--- src/rtl/pad_router_pkg.sv ---
package pad_router_pkg;

   typedef enum logic [1:0] {
      FK_IN    = 2'd0,
      FK_OUT   = 2'd1,
      FK_BIDIR = 2'd2
   } fn_kind_e;

   // direction class of a pool function
   function automatic fn_kind_e kind_of(input int k);
      case (k % 3)
         0:       return FK_IN;
         1:       return FK_OUT;
         default: return FK_BIDIR;
      endcase
   endfunction

   // pool function reached by cell c through slot s (s >= 1)
   function automatic int pool_of(input int c, input int s, input int npool);
      return (c + s - 1) % npool;
   endfunction

endpackage

--- src/rtl/pad_out_sel.sv ---
module pad_out_sel
   import pad_router_pkg::*;
#(
   parameter int CELL   = 0,
   parameter int NPOOL  = 3,
   parameter int NSLOTS = 3,
   parameter int SELW   = 2
) (
   input  logic [SELW-1:0]  sel,
   input  logic             gpio_out,
   input  logic             gpio_oe,
   input  logic [NPOOL-1:0] fn_out,
   input  logic [NPOOL-1:0] fn_oe,
   output logic             pad_out,
   output logic             pad_oe
);
   localparam int NSEL = 1 << SELW;

   logic [NSEL-1:0] slot_out;
   logic [NSEL-1:0] slot_oe;

   for (genvar s = 0; s < NSEL; s++) begin : g_slot
      if (s == 0) begin : g_gpio
         assign slot_out[s] = gpio_out;
         assign slot_oe[s]  = gpio_oe;
      end else if (s < NSLOTS) begin : g_pool
         localparam int K = pool_of(CELL, s, NPOOL);
         localparam fn_kind_e KIND = kind_of(K);
         if (KIND == FK_OUT) begin : g_out
            assign slot_out[s] = fn_out[K];
            assign slot_oe[s]  = 1'b1;
         end else if (KIND == FK_IN) begin : g_in
            assign slot_out[s] = 1'b0;
            assign slot_oe[s]  = 1'b0;
         end else begin : g_bidir
            assign slot_out[s] = fn_out[K];
            assign slot_oe[s]  = fn_oe[K];
         end
      end else begin : g_zero
         assign slot_out[s] = 1'b0;
         assign slot_oe[s]  = 1'b0;
      end
   end

   assign pad_out = slot_out[sel];
   assign pad_oe  = slot_oe[sel];

endmodule

--- src/rtl/fn_in_route.sv ---
module fn_in_route
   import pad_router_pkg::*;
#(
   parameter int FN     = 0,
   parameter int NCELLS = 4,
   parameter int NPOOL  = 3,
   parameter int NSLOTS = 3,
   parameter int SELW   = 2
) (
   input  logic [NCELLS*SELW-1:0] sel,
   input  logic [NCELLS-1:0]      pad_in,
   output logic                   fn_in
);
   localparam fn_kind_e KIND = kind_of(FN);

   if (KIND == FK_OUT) begin : g_noin
      assign fn_in = 1'b0;
   end else begin : g_route
      logic [NCELLS-1:0] hit;

      for (genvar c = 0; c < NCELLS; c++) begin : g_cell
         logic [NSLOTS-1:0] match;
         for (genvar s = 0; s < NSLOTS; s++) begin : g_s
            if (s > 0 && pool_of(c, s, NPOOL) == FN) begin : g_m
               assign match[s] = (sel[c*SELW +: SELW] == SELW'(s));
            end else begin : g_nm
               assign match[s] = 1'b0;
            end
         end
         assign hit[c] = |match;
      end

      always_comb begin
         fn_in = 1'b0;
         for (int c = NCELLS - 1; c >= 0; c--) begin
            if (hit[c]) fn_in = pad_in[c];
         end
      end
   end

endmodule

--- src/rtl/pad_router.sv ---
module pad_router
   import pad_router_pkg::*;
#(
   parameter int NCELLS = 4,
   parameter int NPOOL  = 3,
   parameter int NSLOTS = 3,
   parameter int SELW   = 2
) (
   input  logic [NCELLS*SELW-1:0] sel,
   input  logic [NCELLS-1:0]      pad_in,
   output logic [NCELLS-1:0]      pad_out,
   output logic [NCELLS-1:0]      pad_oe,
   input  logic [NCELLS-1:0]      gpio_out,
   input  logic [NCELLS-1:0]      gpio_oe,
   output logic [NCELLS-1:0]      gpio_in,
   input  logic [NPOOL-1:0]       fn_out,
   input  logic [NPOOL-1:0]       fn_oe,
   output logic [NPOOL-1:0]       fn_in
);
   if (NCELLS < 1) begin : g_bad_cells
      $error("pad_router: NCELLS must be at least 1");
   end
   if (NPOOL < 1) begin : g_bad_pool
      $error("pad_router: NPOOL must be at least 1");
   end
   if (NSLOTS < 1 || NSLOTS > (1 << SELW)) begin : g_bad_slots
      $error("pad_router: NSLOTS must lie in 1..2**SELW");
   end

   for (genvar c = 0; c < NCELLS; c++) begin : g_cell
      pad_out_sel #(
         .CELL  (c),
         .NPOOL (NPOOL),
         .NSLOTS(NSLOTS),
         .SELW  (SELW)
      ) u_out (
         .sel     (sel[c*SELW +: SELW]),
         .gpio_out(gpio_out[c]),
         .gpio_oe (gpio_oe[c]),
         .fn_out  (fn_out),
         .fn_oe   (fn_oe),
         .pad_out (pad_out[c]),
         .pad_oe  (pad_oe[c])
      );
      assign gpio_in[c] = (sel[c*SELW +: SELW] == '0) ? pad_in[c] : 1'b0;
   end

   for (genvar k = 0; k < NPOOL; k++) begin : g_fn
      fn_in_route #(
         .FN    (k),
         .NCELLS(NCELLS),
         .NPOOL (NPOOL),
         .NSLOTS(NSLOTS),
         .SELW  (SELW)
      ) u_in (
         .sel   (sel),
         .pad_in(pad_in),
         .fn_in (fn_in[k])
      );
   end

endmodule

--- config.mk ---
export PLATFORM = sky130hd
export DESIGN_NAME = pad_router
export DESIGN_NICKNAME = d
export VERILOG_FILES = /design/src/rtl/pad_router_pkg.sv /design/src/rtl/pad_out_sel.sv /design/src/rtl/fn_in_route.sv /design/src/rtl/pad_router.sv
export SDC_FILE = /design/constraint.sdc
export NUM_CORES = 1
export LEC_CHECK = 0
export BUFFER_PORTS_ARGS = -buffer_cell sky130_fd_sc_hd__buf_2
export CORE_AREA = 2 2 39 41
export DETAILED_ROUTE_END_ITERATION = 7
export DIE_AREA = 0 0 41 43
export GPL_TIMING_DRIVEN = 1
export PLACE_DENSITY = 0.57
export SLEW_MARGIN = 20
export SYNTH_ARGS = -nofsm -noshare
export SYNTH_HDL_FRONTEND = slang
export SYNTH_HIERARCHICAL = 1
export SYNTH_SLANG_ARGS = --single-unit
export TNS_END_PERCENT = 20
--- constraint.sdc ---
create_clock -name vclk -period 1.2
set_input_delay 0.06 -clock vclk [all_inputs]
set_output_delay 0.06 -clock vclk [all_outputs]
set_load 0.05 [all_outputs]
-- Word level (Yosys, flattened, before mapping)
Index checks and enable logic that the tools add are counted.
- flip-flop bits (word level): 0
- logic and storage cells: 38
- output and inout port bits: 15
- bits of input ports: 26
- mux-type cells: 25
- reduce and logical (&&, ||, !) cells: 4
- eq/ne operators: 5
- order comparisons: 4
- operators by type and width (cell ; number):
    $mux W1 ; 17
    $bmux W1 S2 ; 8
    $lt A2 B3 Y1 const B ; 4
    $logic_not A2 Y1 ; 4
    $eq A2 B1 Y1 const B ; 3
    $eq A2 B2 Y1 const B ; 2

-- Depth between registers and ports, before layout
Gate-level depths: netlist (run 1).
- word-level depth: 4
- mapped depth: 3
- depth with buffers taken out: 3

-- Modules after synthesis
Netlist (run 1), hierarchy kept.
- modules (own cells, without submodules) (module ; cells an instance ; instances ; seq. area each (sq um) ; area an instance (sq um)):
    fn_in_route at g_fn[0].u_in ; 7 ; 1 ; 0.0 ; 51.3
    pad_router ; 4 ; 1 ; 0.0 ; 50.0
    pad_out_sel at g_cell[0].u_out ... ; 4 ; 2 ; 0.0 ; 21.3
    fn_in_route at g_fn[2].u_in ; 3 ; 1 ; 0.0 ; 37.5
    pad_out_sel at g_cell[1].u_out ; 6 ; 1 ; 0.0 ; 36.3
    pad_out_sel at g_cell[2].u_out ; 4 ; 1 ; 0.0 ; 27.5
    fn_in_route at g_fn[1].u_in ; 2 ; 1 ; 0.0 ; 11.3

-- Worst setup path after synthesis (run 1)
Ideal clock, no wire load.
- path kind: input -> output
- start: input sel[5]
- end: output fn_in[0]
- path buffers: 0
- data required time: 1.140 ns
- stages: 3
- arrival: 1.296 ns
- setup slack: -0.156 ns
- cell sequence: nor2b_4 or3_1 a31oi_1
- cells in the longest elaborated chain, start to end: 3
- ends and longest elaborated chain (item ; line ; RTL):
    start, declared ; pad_router.sv:9 ; input logic [NCELLS*SELW-1:0] sel,
    $eq A2 B2 Y1 ; fn_in_route.sv:25 ; assign match[s] = (sel[c*SELW +: SELW] == SELW'(s));
    $mux W1 (2 in a row) ; fn_in_route.sv:36 ; if (hit[c]) fn_in = pad_in[c];
    end, declared ; pad_router.sv:18 ; output logic [NPOOL-1:0] fn_in
Every way passes these cells.

-- Worst setup path in the final report (run 1)
Same ends and word-level chain as after synthesis.

==> impl_metrics.tcl, run 1 <==
set metrics [dict create \
    power_density_mw_per_mm2 548 \
    holdBufCountCts 0 \
    worst_path_most_repeated_cell "buf_2" \
    cts_setup_buffers 0 \
    grt_antenna_before_repair 0 \
    avgSynthCellArea_um2 7.54 \
    area_delta_synth_final_pct 82.4 \
    tns_ns 0 \
    grt_pass1_wl_um 1130 \
    cp.required_ns 1.14 \
    initial_core_util 0.185 \
    final_cell_mix "buf_2 (37), nor2_1 (9), mux2i_1 (5)" \
    setup_violations 0 \
    io_buffers 37 \
    overflow 0 \
    routed_wl_um 784 \
    dp_hpwl_um 709 \
    wl_per_cell_um 9.01 \
    diodes 0 \
    critical_path_peak_fanout 2 \
    drv_slew 0 \
    row_count 14 \
    nFillCells 163 \
    ys_seq_area_frac 0 \
    drc_errors 0 \
    die-area_mm2 0.00176 \
    register_area_um2 0 \
    switchingPower_uw 172 \
    rsz0062_at_grt "no" \
    p_total_uw 257 \
    final.period_utilization 0.921 \
    synthesis.nets 60 \
    dpl-instance-area_um2 468 \
    pwr-share-clk 0 \
    combPwrFrac 1.000 \
    nets 99 \
    num_io_pins 41 \
    path_class "in -> out" \
    first_global_vias 284 \
    dr.pass1.iters 4 \
    grt_usage 0.0839 \
    outcome "finished clean" \
    clock.fmax_mhz 905 \
    core-area_mm2 0.00138 \
    layout_commonest_cell "buf_2" \
    min_period_ns 1.11 \
    hp-class "in -> out" \
    critPathSlowestCell "or3_1" \
    leakagePower_nw 0.277 \
    synth_cell_types 17 \
    ant_nets 0 \
    multiInputGateArea_um2 255 \
    arrival_ns 1.05 \
    cts_resized 0 \
    yosysWarnings 6 \
    cp_cell_sequence "buf_2, nor2b_4, or3_1, a31oi_2, buf_2" \
    critPathLaunchType "input pin" \
    setup.worst_path.end_class "output port" \
    chipHeight_um 43 \
    vdd_drop_max_mv 0.197 \
    nFlopsAndLatches 0 \
    intPower_uw 84.3 \
    critPathTopFamily "simple AND/OR/NAND/NOR gates" \
    critPathBufInv 2 \
    grt_max_degree 7 \
    synth_cells 34 \
    fin_area_um2 468 \
    swShare 0.671 \
    routabilityCongestion 0.622 \
    die_w_um 41 \
    vias_per_cell 4.21 \
    power.share.sequential 0 \
    drt_iter0_markers 4 \
    critPathMaxStageDelay_ns 0.36 \
    synth_area_um2 256 \
    clockBufferCount 0 \
    cap_violations 0 \
    hold_violations 0 \
    drive_gt1_frac 0.662 \
    vias 366 \
]
[logic make-up (layout without fill, tap and decap cells)]
logic type             after synthesis  after routing  share of synthesized area
AOI/OAI and AO/OA                    3              3                     0.0683
buffers and inverters                1             38                     0.0293
muxes                                6              6                      0.254
other                                1              1                     0.0146
and+or+nand+nor                     23             23                      0.634
[Yosys cell counts (all sizes together)]
cell type,count,area share
conb,1,0.015
and3b,1,0.034
or3,1,0.024
o22ai,1,0.024
buf,1,0.029
nor3b,4,0.20
nor2b,1,0.054
a21oi,1,0.019
mux2i,5,0.20
mux2,1,0.059
nor3,1,0.019
nand2b,3,0.10
nand2,3,0.073
nor2,9,0.13
a31oi,1,0.024
[metrics by stage]
stage	instances	setup slack (ns)	hold slack [ns]	utilization
6_report	87	0.0945	0.482	0.338
5_1_grt	87	0.0511	0.506	0.338
4_1_cts	87	0.0799	0.485	0.338
3_5_place_dp	87	0.0800	0.485	0.338
3_3_place_gp	87	0.0773	0.482	0.338
2_1_floorplan	34	0.122	0.221	-
[power groups by stage]
stage	registers [mW]	logic (mW)	clock network, mW
3_5_place_dp	0	0.258	0
3_3_place_gp	0	0.257	0
2_1_floorplan	0	0.170	0
5_1_grt	0	0.273	0
6_report	0	0.257	0
4_1_cts	0	0.259	0
[final timing paths]
check,cells past startpoint,slack (ns),from,to
worst max-delay path,5,0.09,sel[5],fn_in[0]
worst min-delay path,3,0.48,sel[0],gpio_in[0]
[layer usage]
layer / GRT usage / share of wire / vias to the layer above
li1: - / - / 192
met1: 0.123 / 0.43 / 154
met2: 0.141 / 0.46 / 20
met3: 0 / 0.10 / 0
met4: 0 / 0 / 0
met5: 0 / 0 / -
[worst min-delay path, stage by stage]
cell,delay (ns)
buf_2,0.12
nor3b_2,0.04
buf_2,0.20
[cell type report]
| type | count | area share |
|---|---|---|
| multi-input combinational | 33 | 0.545 |
| tap | 16 | 0.0428 |
| timing repair buffer | 38 | 0.412 |
Note: power is estimated with default switching activity, not from simulation.
==> run 2, diff against run 1 <==
- ABC_AREA: default -> 1
- PLACE_DENSITY: 0.57 -> 0.61
==> run 2 against run 1 <==
Against the previous run:
- fmax grew 42%
- sequential share of layout area stayed put
- routed wire length rose by 6.3%
- clock-buffer cell count is the same
- critical path depth rose by 2
- synthesized cell count rose by 100%
- final cell count grew 39%
- setup slack better by 0.33 ns
- combinational power about the same
- critical path type unchanged
- highest routed layer unchanged
==> impl_metrics.tcl, run 2 <==
set metrics [dict create \
    outcome "finished clean" \
    vias 489 \
    synthesis.nets 95 \
    vdd_drop_max_mv 0.163 \
    final_cell_mix "buf_2 (37), nand2_1 (22), inv_1 (15)" \
    rsz0062_at_grt "no" \
    pre_cts_slack_ns 0.409 \
    grt_antenna_before_repair 0 \
    leakagePower_nw 0.372 \
    clock.fmax_mhz 1290 \
    synth_top_cell_area_share 0.272 \
    dp_hpwl_um 744 \
    synth_area_um2 304 \
    grt_max_degree 8 \
    synth_cells 69 \
    power_density_mw_per_mm2 519 \
    routabilityCongestion 0.616 \
    drt_iter0_markers 6 \
    multiInputGateArea_um2 225 \
    chipHeight_um 43 \
    nets 133 \
    io_buffers 37 \
    final.period_utilization 0.647 \
    drive_gt1_frac 0.457 \
    synth_top_area_cell "nand2_1" \
    arrival_ns 0.72 \
    holdBufCountCts 0 \
    cts_resized 0 \
    yosysWarnings 6 \
    cap_violations 0 \
    vias_per_cell 4.04 \
    ant_nets 0 \
    ys_seq_area_frac 0 \
    critPathSlowestCell "buf_2" \
    die_w_um 41 \
    grt_pass1_wl_um 1270 \
    dpl.cell_count 121 \
    setup.worst_path.end_class "output port" \
    wl_per_cell_um 6.88 \
    row_count 14 \
    critPathLaunchType "input pin" \
    timing.final.ws_setup_ns 0.424 \
    drv_slew 0 \
    synth.most_common_cell "nand2_1" \
    critical_path_peak_fanout 5 \
    cp_cell_sequence "buf_2, inv_1, nand3_1, nand2_1, nand3_1, nand2_1, buf_2" \
    nFillCells 158 \
    overflow 0 \
    drc_errors 0 \
    path_class "in -> out" \
    avgSynthCellArea_um2 4.41 \
    synthTopCellsByCount "nand2_1 (22), inv_1 (15), nand3_1 (9)" \
    nFlopsAndLatches 0 \
    routed_wl_um 833 \
    area_delta_synth_final_pct 65.0 \
    first_global_vias 384 \
    diodes 0 \
    min_period_ns 0.776 \
    hp-class "in -> out" \
    critPathMaxStageDelay_ns 0.25 \
    register_area_um2 0 \
    layout_commonest_cell "buf_2" \
    num_io_pins 41 \
    grt_usage 0.0929 \
    cts_setup_buffers 0 \
    clockBufferCount 0 \
    setup_violations 0 \
    cp.required_ns 1.14 \
    hold_violations 0 \
    die-area_mm2 0.00176 \
    synthTopCellsByArea "nand2_1 (27%), inv_1 (19%), nand3_1 (15%), nor2_2 (10%), nor2_1 (9.9%)" \
    synth_cell_types 11 \
    final_cells 121 \
    dr.pass1.iters 4 \
    core-area_mm2 0.00138 \
    tns_ns 0 \
    initial_core_util 0.220 \
]
[run 2: cell types whose count changed in the layout (fill, tap and decap cells not counted), sizes merged, moves of 3 or more]
cell / previous run / this run
mux2i: 5 / 0
nand2b: 3 / 0
nor3b: 4 / 0
nor2: 9 / 13
nand3: 0 / 11
nand2: 3 / 22
inv: 0 / 19
[run 2: worst paths after layout]
check / end / start / slack (ns) / depth (start not counted)
max: fn_in[0] / sel[7] / 0.42 / 7
min: pad_oe[3] / sel[6] / 0.49 / 3
[run 2: cells by family after synthesis]
group / synth area share
other: 0.0123
buffers and inverters: 0.259
AND/OR/NAND/NOR: 0.712
AO/OA/AOI/OAI: 0.0164
[run 2: power breakdown]
group	switching, mW	leakage [nW]	total (mW)	internal [mW]
Sequential	0	0	0	0
Clock	0	0	0	0
Combinational	0.187	0.372	0.260	0.0730
Total	0.187	0.372	0.260	0.0730
[run 2: layout make-up]
cell class	instances	share of cell area
Timing Repair Buffer	37	0.369
Multi-Input combinational cell	49	0.449
Inverter	19	0.142
Tap cell	16	0.0399
[run 2: per-layer routing]
metal | share of wire | up-vias | track usage
met4 | 0 | 0 | 0
met1 | 0.43 | 188 | 0.114
met2 | 0.42 | 28 | 0.175
met5 | 0 | - | 0
met3 | 0.15 | 0 | 0.00524
li1 | - | 273 | -
[run 2: through the flow]
step	hold WS, ns	power [mW]	utilization	cell area [µm²]
2_1_floorplan	0.216	0.176	-	304
3_3_place_gp	0.486	0.260	0.363	502
3_5_place_dp	0.489	0.262	0.363	502
4_1_cts	0.490	0.263	0.363	502
5_1_grt	0.506	0.285	0.363	502
6_report	0.488	0.260	0.363	502
[run 2: worst max-delay path, delay by kind of cell]
kind          cells  cell delay (ns)
buf+inv           3             0.43
simple gates      4             0.23
